[src/rtl/qpp_pkg.sv]
package qpp_pkg;

   localparam int unsigned NUM_PHASES = 4;
   localparam int unsigned TICK_W     = $clog2(NUM_PHASES);

   typedef enum logic [1:0] {
      PH_LOW  = 2'd0,
      PH_RISE = 2'd1,
      PH_HIGH = 2'd2,
      PH_FALL = 2'd3
   } phase_e;

   // One tick of the trapezoid: a low phase rises only in its own slot.
   function automatic phase_e phase_step(input phase_e cur, input logic rise_slot);
      phase_e nxt;
      case (cur)
         PH_LOW:  nxt = rise_slot ? PH_RISE : PH_LOW;
         PH_RISE: nxt = PH_HIGH;
         PH_HIGH: nxt = PH_FALL;
         PH_FALL: nxt = PH_LOW;
         default: nxt = PH_LOW;
      endcase
      return nxt;
   endfunction

endpackage

[src/rtl/qpp_tick_ctr.sv]
module qpp_tick_ctr
   import qpp_pkg::*;
(
   input  logic              clk,
   input  logic              rst,
   input  logic              tick_en,
   output logic [TICK_W-1:0] tick_idx
);

   // tick_idx names the tick that the next enabled edge opens.
   always_ff @(posedge clk) begin
      if (rst)
         tick_idx <= '0;
      else if (tick_en)
         tick_idx <= tick_idx + 1'b1;
   end

endmodule

[src/rtl/qpp_phase_gen.sv]
module qpp_phase_gen
   import qpp_pkg::*;
#(
   parameter int unsigned PH_IDX = 0
) (
   input  logic              clk,
   input  logic              rst,
   input  logic              tick_en,
   input  logic [TICK_W-1:0] tick_idx,
   output phase_e            state
);

   localparam logic [TICK_W-1:0] SLOT = TICK_W'(PH_IDX);

   if (PH_IDX >= NUM_PHASES) begin : g_bad_idx
      $error("qpp_phase_gen: PH_IDX out of range");
   end

   always_ff @(posedge clk) begin
      if (rst)
         state <= PH_LOW;
      else if (tick_en)
         state <= phase_step(state, tick_idx == SLOT);
   end

endmodule

[src/rtl/qpp_rail_stage.sv]
module qpp_rail_stage
   import qpp_pkg::*;
#(
   parameter int unsigned DATA_W = 2
) (
   input  logic              clk,
   input  logic              rst,
   input  logic              tick_en,
   input  phase_e            ph,
   input  logic [DATA_W-1:0] in_zero,
   input  logic [DATA_W-1:0] in_one,
   output logic [DATA_W-1:0] out_zero,
   output logic [DATA_W-1:0] out_one,
   output logic              fault
);

   logic [DATA_W-1:0] both_hi;
   logic [DATA_W-1:0] in_valid;
   logic [DATA_W-1:0] held;
   logic [DATA_W-1:0] clash;

   assign both_hi  = in_zero & in_one;
   assign in_valid = in_zero ^ in_one;
   assign held     = out_zero | out_one;
   // Retraction to empty is allowed; only a different valid value clashes.
   assign clash    = held & in_valid & (in_one ^ out_one);
   assign fault    = tick_en & (|(both_hi | clash));

   always_ff @(posedge clk) begin
      if (rst) begin
         out_zero <= '0;
         out_one  <= '0;
      end else if (tick_en) begin
         case (ph)
            PH_RISE: begin
               out_zero <= in_zero & ~both_hi;
               out_one  <= in_one  & ~both_hi;
            end
            PH_HIGH: begin
               out_zero <= '0;
               out_one  <= '0;
            end
            default: ;
         endcase
      end
   end

endmodule

[src/rtl/quad_phase_pipe.sv]
module quad_phase_pipe
   import qpp_pkg::*;
#(
   parameter int unsigned N_STAGES = 4,
   parameter int unsigned DATA_W   = 2
) (
   input  logic                    clk,
   input  logic                    rst,
   input  logic                    tick_en,
   input  logic [DATA_W-1:0]       din_zero,
   input  logic [DATA_W-1:0]       din_one,
   output logic [2*NUM_PHASES-1:0] phase_state,
   output logic [DATA_W-1:0]       dout_zero,
   output logic [DATA_W-1:0]       dout_one,
   output logic                    err
);

   if (N_STAGES < 1) begin : g_bad_stages
      $error("quad_phase_pipe: N_STAGES must be at least 1");
   end
   if (DATA_W < 1) begin : g_bad_width
      $error("quad_phase_pipe: DATA_W must be at least 1");
   end
   if (NUM_PHASES != 4) begin : g_bad_phases
      $error("quad_phase_pipe: exactly four phases are supported");
   end

   logic [TICK_W-1:0] tick_idx;
   phase_e            ph [NUM_PHASES];
   logic [DATA_W-1:0] chain_zero [N_STAGES+1];
   logic [DATA_W-1:0] chain_one  [N_STAGES+1];
   logic [N_STAGES-1:0] stage_fault;
   logic [N_STAGES-1:0] stage_occ;

   qpp_tick_ctr u_tick (
      .clk      (clk),
      .rst      (rst),
      .tick_en  (tick_en),
      .tick_idx (tick_idx)
   );

   for (genvar p = 0; p < NUM_PHASES; p++) begin : g_phase
      qpp_phase_gen #(.PH_IDX(p)) u_ph (
         .clk      (clk),
         .rst      (rst),
         .tick_en  (tick_en),
         .tick_idx (tick_idx),
         .state    (ph[p])
      );
      assign phase_state[2*p +: 2] = ph[p];
   end

   assign chain_zero[0] = din_zero;
   assign chain_one[0]  = din_one;

   for (genvar k = 0; k < N_STAGES; k++) begin : g_stage
      qpp_rail_stage #(.DATA_W(DATA_W)) u_stg (
         .clk      (clk),
         .rst      (rst),
         .tick_en  (tick_en),
         .ph       (ph[k % NUM_PHASES]),
         .in_zero  (chain_zero[k]),
         .in_one   (chain_one[k]),
         .out_zero (chain_zero[k+1]),
         .out_one  (chain_one[k+1]),
         .fault    (stage_fault[k])
      );
      assign stage_occ[k] = |(chain_zero[k+1] | chain_one[k+1]);
   end

   assign dout_zero = chain_zero[N_STAGES];
   assign dout_one  = chain_one[N_STAGES];

   always_ff @(posedge clk) begin
      if (rst)
         err <= 1'b0;
      else if (|stage_fault)
         err <= 1'b1;
   end

endmodule

[config.mk]
export PLATFORM = sky130hd
export DESIGN_NAME = quad_phase_pipe
export DESIGN_NICKNAME = d
export VERILOG_FILES = /design/src/rtl/qpp_pkg.sv /design/src/rtl/qpp_tick_ctr.sv /design/src/rtl/qpp_phase_gen.sv /design/src/rtl/qpp_rail_stage.sv /design/src/rtl/quad_phase_pipe.sv
export SDC_FILE = /design/constraint.sdc
export NUM_CORES = 1
export LEC_CHECK = 0
export CAP_MARGIN = 15
export CELL_PAD_IN_SITES_DETAIL_PLACEMENT = 1
export CELL_PAD_IN_SITES_GLOBAL_PLACEMENT = 1
export CORE_UTILIZATION = 30
export CTS_CLUSTER_SIZE = 8
export DETAILED_ROUTE_END_ITERATION = 8
export PLACE_DENSITY_LB_ADDON = 0.1
export SKIP_CTS_REPAIR_TIMING = 1
export SKIP_LAST_GASP = 1
export SYNTH_ARGS = -nofsm -noshare
export SYNTH_HDL_FRONTEND = slang
export SYNTH_SLANG_ARGS = --single-unit
[constraint.sdc]
create_clock -name clk -period 4.5 [get_ports clk]
set_input_delay 0.9 -clock clk [delete_from_list [all_inputs] [get_ports clk]]
set_output_delay 0.9 -clock clk [all_outputs]
set_load 0.05 [all_outputs]
==> impl_metrics.prom, run 1 <==
# TYPE chip_impl_metric gauge
chip_impl_metric{name="hpwl",unit="um"} 3110
chip_impl_metric{name="instances_no_fill",unit=""} 289
chip_impl_metric{name="layout-drive-gt1-share",unit="%"} 1.84
chip_impl_metric{name="fin_worst_skew",unit="ns"} 0.00346
chip_impl_info{name="cp-start-kind",value="register"} 1
chip_impl_metric{name="synthesis.area_per_instance",unit="sq um"} 8.96
chip_impl_metric{name="mappedNetlistNets",unit=""} 252
chip_impl_metric{name="first_iter_violations",unit=""} 56
chip_impl_metric{name="firstDrtPassIters",unit=""} 4
chip_impl_metric{name="grt_first_pass_wirelength",unit="um"} 6900
chip_impl_metric{name="floorplan.rows",unit=""} 27
chip_impl_metric{name="grt_antenna_before_repair",unit=""} 0
chip_impl_metric{name="avgViaCountPerCell",unit=""} 4.75
chip_impl_metric{name="antenna_cells",unit=""} 0
chip_impl_metric{name="power.static_leakage",unit="nW"} 0.829
chip_impl_metric{name="hold_depth",unit=""} 2
chip_impl_info{name="critical_path_class",value="register to primary output"} 1
chip_impl_metric{name="antenna_violating_nets_post_route",unit=""} 0
chip_impl_info{name="cts_root_buffer",value="clkbuf_8"} 1
chip_impl_metric{name="clkSlewWorstSetupHoldPaths",unit="ns"} 0.11
chip_impl_metric{name="core_region_area",unit="sq um"} 5680
chip_impl_info{name="worst_path_dominant_cell_family",value="buffers and inverters"} 1
chip_impl_info{name="hold_path_end",value="g_phase[0].u_ph.state[0]$_SDFFE_PP0P_"} 1
chip_impl_metric{name="flow.area_growth_from_synthesis",unit="%"} 15.3
chip_impl_metric{name="floorplan.die_area",unit="sq um"} 6380
chip_impl_metric{name="worst_r2r_path_depth",unit=""} 4
chip_impl_info{name="timing.critical_path.cells",value="clkdlybuf4s50_1"} 1
chip_impl_metric{name="clk-insertion-delay-late",unit="ns"} 0.28
chip_impl_metric{name="worstPathMaxFanout",unit=""} 4
chip_impl_metric{name="totalPowerFinal",unit="mW"} 0.504
chip_impl_info{name="most_used_cells_in_the_layout_excluding_fill_and_tap_cells",value="ha_1, dfxtp_1, inv_1, nor2_1, a21oi_1"} 1
chip_impl_metric{name="tightestPinTransition",unit="ns"} 1.01
chip_impl_metric{name="vdd_ir_drop_max",unit="V"} 0.000118
chip_impl_metric{name="vias",unit=""} 1373
chip_impl_info{name="layout.cells.most_common",value="ha_1"} 1
chip_impl_metric{name="timing.critical_path.arrival",unit="ns"} 1.51
chip_impl_metric{name="post-place-cells",unit=""} 285
chip_impl_metric{name="clk_path_buf_depth",unit=""} 2
chip_impl_metric{name="final_period_minus_worst_setup_slack",unit="ns"} 2.41
chip_impl_metric{name="ioPinCount",unit=""} 20
chip_impl_info{name="hold_path.startpoint",value="g_phase[0].u_ph.state[0]$_SDFFE_PP0P_"} 1
chip_impl_metric{name="fin_tns_setup",unit="ns"} 0
chip_impl_metric{name="synth-seq-cells",unit=""} 27
chip_impl_metric{name="critical_path_required",unit="ns"} 3.60
chip_impl_metric{name="place_congestion",unit=""} 0.760
chip_impl_info{name="tritoncts",value="built"} 1
chip_impl_metric{name="die_ht",unit="um"} 79.8
chip_impl_metric{name="clock_sink_count",unit=""} 27
chip_impl_metric{name="finalSetupViolCount",unit=""} 0
chip_impl_info{name="status",value="finished clean"} 1
chip_impl_metric{name="synth.distinct_cells",unit=""} 22
chip_impl_metric{name="h-tree-depth",unit=""} 1
chip_impl_metric{name="finish.net_count",unit=""} 267
chip_impl_metric{name="port-buffer-count",unit=""} 19
chip_impl_info{name="rr_endpoint",value="err$_SDFFE_PP0P_"} 1
chip_impl_metric{name="post_synthesis_sequential_area_ratio",unit="%"} 29.7
chip_impl_info{name="worst_setup_path_end_kind",value="primary output"} 1
chip_impl_metric{name="cp_slowest_stage_delay",unit="ns"} 0.83
chip_impl_metric{name="path_buf_inv",unit=""} 1
chip_impl_metric{name="synthesis.yosys.warnings",unit=""} 0
chip_impl_metric{name="power_density",unit="nW/um^2"} 241
chip_impl_metric{name="die_width",unit="um"} 79.8
chip_impl_metric{name="wirelength",unit="um"} 4080
chip_impl_metric{name="maximum_number_of_pins_on_one_net_before_global_route_repair",unit=""} 28
chip_impl_metric{name="starting_density_of_the_core",unit="%"} 32.0
chip_impl_metric{name="routedWlPerCell",unit="um"} 14.1
chip_impl_metric{name="final-hold-violation-count",unit=""} 0
chip_impl_info{name="rr_startpoint",value="g_stage[2].u_stg.out_one[0]$_SDFFE_PP0P_"} 1
chip_impl_metric{name="cts_made_buffers",unit=""} 3
chip_impl_metric{name="period_share",unit="%"} 53.7
chip_impl_metric{name="grt_pass1_vias",unit=""} 1418
chip_impl_metric{name="final_max_slew_viol_count",unit=""} 0
chip_impl_info{name="max_stage_delay_cell_worst_path",value="clkdlybuf4s50_1"} 1
chip_impl_metric{name="drc",unit=""} 0
chip_impl_metric{name="grt_overflow",unit=""} 0
chip_impl_metric{name="global_route.usage.total",unit="%"} 14.2
chip_impl_info{name="rsz0062_at_grt",value="no"} 1
chip_impl_metric{name="reg2reg_slack",unit="ns"} 2.84
chip_impl_metric{name="netlist_area",unit="sq um"} 1820
chip_impl_metric{name="clock.fmax",unit="MHz"} 414
chip_impl_info{name="hold_path.class",value="register to register"} 1
chip_impl_metric{name="netlist_instances",unit=""} 203
chip_impl_metric{name="worst_slew_slack_as_a_fraction_of_its_limit",unit="%"} 32.2
chip_impl_metric{name="number_of_maximum_capacitance_constraint_violations",unit=""} 0
[per-layer routing]
| metal | part of all wire (%) | wire (um) | GRT usage [%] |
|---|---|---|---|
| met3 | 2.4 | 96 | 2.06 |
| met4 | 1.2 | 48 | 4.29 |
| met2 | 50 | 2030 | 26.5 |
| met5 | 0 | 0 | 0 |
| met1 | 47 | 1900 | 16.5 |
[synthesized netlist by cell type]
cell,count,share of area (%)
inv_1,26,5.4
mux2i_1,7,3.9
xnor2_1,7,3.4
nand2_1,6,1.2
o21bai_1,1,0.41
buf_4,4,1.7
nor3b_1,19,7.8
or4_1,1,0.41
a211oi_1,4,1.7
a21oi_1,20,5.5
dfxtp_1,27,30
nor4_1,2,0.69
buf_2,2,0.55
clkbuf_1,1,0.21
nor2_1,22,4.5
nor3_1,2,0.55
a22oi_1,1,0.41
buf_1,2,0.41
a41oi_1,1,0.48
nand2b_1,5,1.7
o32ai_1,1,0.48
ha_1,42,29
[sequential cells by signal (all words and copies together) (netlist names)]
register,flops
err,1
g_phase.u_ph.state,8
g_stage.u_stg.out_one,8
g_stage.u_stg.out_zero,8
u_tick.tick_idx,2
[per-stage QoR]
stage	setup slack, ns	hold WS, ns	util [%]	cell area [sq um]
final	2.09	0.522	36.9	2100
after global routing	1.93	0.531	36.9	2100
after CTS	2.06	0.527	36.9	2100
after detailed placement	1.77	0.507	36.1	2050
after global placement	1.85	0.488	36.1	2050
after floorplan	2.52	0.482	-	1820
[where the power goes]
| group | internal, mW | switching (mW) | leakage, nW | total [mW] |
|---|---|---|---|---|
| clock | 0.0631 | 0.0876 | 0.0217 | 0.151 |
| sequential | 0.248 | 0.0100 | 0.219 | 0.258 |
| combinational | 0.0373 | 0.0588 | 0.588 | 0.0960 |
[layout make-up]
type | count | area, sq um
repair buffers | 19 | 190
flip-flops and latches | 27 | 541
multi-input cells | 141 | 1130
clock inverters | 1 | 7.51
clock buffers | 3 | 41.3
inverters | 26 | 97.6
well taps | 72 | 90.1
fillers | 681 | 3580
[kinds of logic (layout without fill, tap and decap cells)]
logic type	count (synthesis)	after routing	synth area share, %
xor gates and xnor gates	7	7	3.37
AOI/OAI and AO/OA	28	28	8.95
buffers and inverters	35	49	8.19
muxes	7	7	3.85
adders and majority gates	42	42	28.9
and+or+nand+nor	57	57	17.0
DFF	27	27	29.7
[worst max path at each step]
stage,startpoint,to,depth (start not counted)
2_1_floorplan,din_zero[1],err$_SDFFE_PP0P_,4
6_report,g_phase[3].u_ph.state[1]$_SDFFE_PP0P_,phase_state[7],1
3_5_place_dp,tick_en,g_stage[3].u_stg.out_one[0]$_SDFFE_PP0P_,5
5_1_grt,tick_en,g_stage[3].u_stg.out_one[0]$_SDFFE_PP0P_,5
4_1_cts,g_phase[0].u_ph.state[1]$_SDFFE_PP0P_,phase_state[1],1
3_3_place_gp,tick_en,g_stage[1].u_stg.out_one[0]$_SDFFE_PP0P_,5
[worst reg2reg max path, stage by stage (launching register included)]
cell	delay (ns)
dfxtp_1	0.41
ha_1	0.24
or4_1	0.54
nor4_1	0.20
a41oi_1	0.15
(Power assumes the default switching activity.)
==> run 2: changes to the inputs <==
==> constraint.sdc (replaced) <==
create_clock -name clk -period 2.25 [get_ports clk]
set_input_delay 0.45 -clock clk [delete_from_list [all_inputs] [get_ports clk]]
set_output_delay 0.45 -clock clk [all_outputs]
set_load 0.05 [all_outputs]
==> impl_metrics.prom, run 2 (same netlist as run 1, synthesis figures left out) <==
# TYPE chip_impl_metric gauge
chip_impl_info{name="status",value="finished clean"} 1
chip_impl_metric{name="p_comb_share",unit="%"} 19.6
chip_impl_metric{name="global_route.usage.total",unit="%"} 14.0
chip_impl_metric{name="tightestPinTransition",unit="ns"} 0.503
chip_impl_info{name="cp-start-kind",value="register"} 1
chip_impl_metric{name="floorplan.die_area",unit="sq um"} 6380
chip_impl_metric{name="clk_path_buf_depth",unit=""} 2
chip_impl_info{name="max_stage_delay_cell_worst_path",value="clkdlybuf4s50_1"} 1
chip_impl_metric{name="clock.fmax",unit="MHz"} 509
chip_impl_metric{name="fin_tns_setup",unit="ns"} 0
chip_impl_info{name="hold_path.class",value="register to register"} 1
chip_impl_metric{name="hpwl",unit="um"} 3110
chip_impl_metric{name="grt_antenna_before_repair",unit=""} 0
chip_impl_metric{name="p_sw",unit="mW"} 0.315
chip_impl_metric{name="final_period_minus_worst_setup_slack",unit="ns"} 1.96
chip_impl_metric{name="routedWlPerCell",unit="um"} 13.7
chip_impl_metric{name="cellInternalPower",unit="mW"} 0.702
chip_impl_info{name="worst_path_dominant_cell_family",value="buffers and inverters"} 1
chip_impl_metric{name="period_share",unit="%"} 87.3
chip_impl_info{name="critical_path_class",value="register to primary output"} 1
chip_impl_metric{name="antenna_violating_nets_post_route",unit=""} 0
chip_impl_info{name="timing.critical_path.from",value="g_phase[1].u_ph.state[1]$_SDFFE_PP0P_"} 1
chip_impl_info{name="rsz0062_at_grt",value="no"} 1
chip_impl_info{name="cts_root_buffer",value="clkbuf_8"} 1
chip_impl_metric{name="port-buffer-count",unit=""} 19
chip_impl_metric{name="finalSetupViolCount",unit=""} 0
chip_impl_metric{name="clkSlewWorstSetupHoldPaths",unit="ns"} 0.11
chip_impl_metric{name="clk-insertion-delay-late",unit="ns"} 0.29
chip_impl_info{name="layout.cells.most_common",value="ha_1"} 1
chip_impl_metric{name="ioPinCount",unit=""} 20
chip_impl_metric{name="worst_slew_slack_as_a_fraction_of_its_limit",unit="%"} 66.3
chip_impl_metric{name="clock_power_share",unit="%"} 30.0
chip_impl_metric{name="wirelength",unit="um"} 4000
chip_impl_metric{name="power_frac_seq",unit="%"} 50.5
chip_impl_metric{name="grt_overflow",unit=""} 0
chip_impl_metric{name="fin_worst_skew",unit="ns"} 0.00628
chip_impl_metric{name="finish.net_count",unit=""} 271
chip_impl_metric{name="starting_density_of_the_core",unit="%"} 32.0
chip_impl_info{name="timing.critical_path.cells",value="clkdlybuf4s50_1"} 1
chip_impl_metric{name="cts_made_buffers",unit=""} 3
chip_impl_metric{name="cp_slowest_stage_delay",unit="ns"} 0.82
chip_impl_info{name="hold_path.startpoint",value="g_phase[0].u_ph.state[0]$_SDFFE_PP0P_"} 1
chip_impl_metric{name="critical_path_required",unit="ns"} 1.80
chip_impl_metric{name="grt_pass1_vias",unit=""} 1449
chip_impl_metric{name="fill_cells",unit=""} 667
chip_impl_metric{name="core_region_area",unit="sq um"} 5680
chip_impl_metric{name="firstDrtPassIters",unit=""} 2
chip_impl_metric{name="h-tree-depth",unit=""} 1
chip_impl_metric{name="floorplan.rows",unit=""} 27
chip_impl_metric{name="vdd_ir_drop_max",unit="V"} 0.000202
chip_impl_metric{name="power.static_leakage",unit="nW"} 0.853
chip_impl_metric{name="drc",unit=""} 0
chip_impl_metric{name="antenna_cells",unit=""} 0
chip_impl_metric{name="place_congestion",unit=""} 0.754
chip_impl_metric{name="die_ht",unit="um"} 79.8
chip_impl_metric{name="clock_sink_count",unit=""} 27
chip_impl_metric{name="timing.critical_path.arrival",unit="ns"} 1.51
chip_impl_metric{name="final-hold-violation-count",unit=""} 0
chip_impl_info{name="biggestRegsByFlops",value="g_phase.u_ph.state (8), g_stage.u_stg.out_one (8), g_stage.u_stg.out_zero (8)"} 1
chip_impl_metric{name="layout-drive-gt1-share",unit="%"} 3.62
chip_impl_metric{name="path_buf_inv",unit=""} 1
chip_impl_info{name="tritoncts",value="built"} 1
chip_impl_info{name="most_used_cells_in_the_layout_excluding_fill_and_tap_cells",value="ha_1, dfxtp_1, inv_1, nor2_1, a21oi_1"} 1
chip_impl_metric{name="avgViaCountPerCell",unit=""} 4.62
chip_impl_metric{name="worstPathMaxFanout",unit=""} 4
chip_impl_metric{name="grt_first_pass_wirelength",unit="um"} 6840
chip_impl_info{name="worst_setup_path_end_kind",value="primary output"} 1
chip_impl_metric{name="totalPowerFinal",unit="mW"} 1.02
chip_impl_metric{name="final_max_slew_viol_count",unit=""} 0
chip_impl_metric{name="number_of_maximum_capacitance_constraint_violations",unit=""} 0
chip_impl_metric{name="vias",unit=""} 1355
chip_impl_metric{name="power_density",unit="nW/um^2"} 476
chip_impl_metric{name="netSwitchingFraction",unit="%"} 31.0
chip_impl_metric{name="flow.area_growth_from_synthesis",unit="%"} 17.6
chip_impl_metric{name="layout.core_utilization",unit="%"} 37.7
chip_impl_info{name="rr_startpoint",value="g_stage[2].u_stg.out_one[0]$_SDFFE_PP0P_"} 1
chip_impl_metric{name="die_width",unit="um"} 79.8
chip_impl_metric{name="first_iter_violations",unit=""} 28
chip_impl_metric{name="maximum_number_of_pins_on_one_net_before_global_route_repair",unit=""} 21
run 2: through the flow:
step           instance area [sq um]  setup slack [ns]  std cells  hold WS [ns]
2_1_floorplan                   1820             0.669        203         0.482
3_3_place_gp                    2090             0.167        289         0.488
3_5_place_dp                    2090             0.128        289         0.502
4_1_cts                         2140             0.278        293         0.522
5_1_grt                         2140             0.219        293         0.541
6_report                        2140             0.287        293         0.513
run 2: cell type report:
class | instances | area [sq um] | area share (%)
Multi-Input combinational cell | 141 | 1130 | 52.8
Timing Repair Buffer | 23 | 233 | 10.9
Tap cell | 72 | 90.1 | 4.21
Sequential cell | 27 | 541 | 25.3
Clock buffer | 3 | 41.3 | 1.93
Clock inverter | 1 | 7.51 | 0.351
Inverter | 26 | 97.6 | 4.56
run 2: path summary, 6_finish.rpt:
path | slack, ns | end | cells past startpoint
max | 0.29 | phase_state[3] | 1
min reg2reg | 0.51 | g_phase[0].u_ph.state[0]$_SDFFE_PP0P_ | 2
min | 0.51 | g_phase[0].u_ph.state[0]$_SDFFE_PP0P_ | 2
max reg2reg | 0.66 | err$_SDFFE_PP0P_ | 4
run 2: routing by layer:
| metal | vias to the layer above | track usage [%] | wire, um |
|---|---|---|---|
| met3 | 5 | 2.17 | 102 |
| met1 | 639 | 16.8 | 1830 |
| met5 | - | 0 | 0 |
| met4 | 0 | 3.75 | 44 |
| met2 | 16 | 25.7 | 2020 |
| li1 | 695 | - | - |
run 2: power by group through the flow:
stage               Combinational [mW]  Clock, mW  Sequential (mW)
detailed placement               0.202          0            0.525
floorplan                       0.0942          0            0.559
CTS                              0.204      0.317            0.515
finish                           0.199      0.305            0.514
global route                     0.223      0.340            0.518
global placement                 0.197          0            0.524
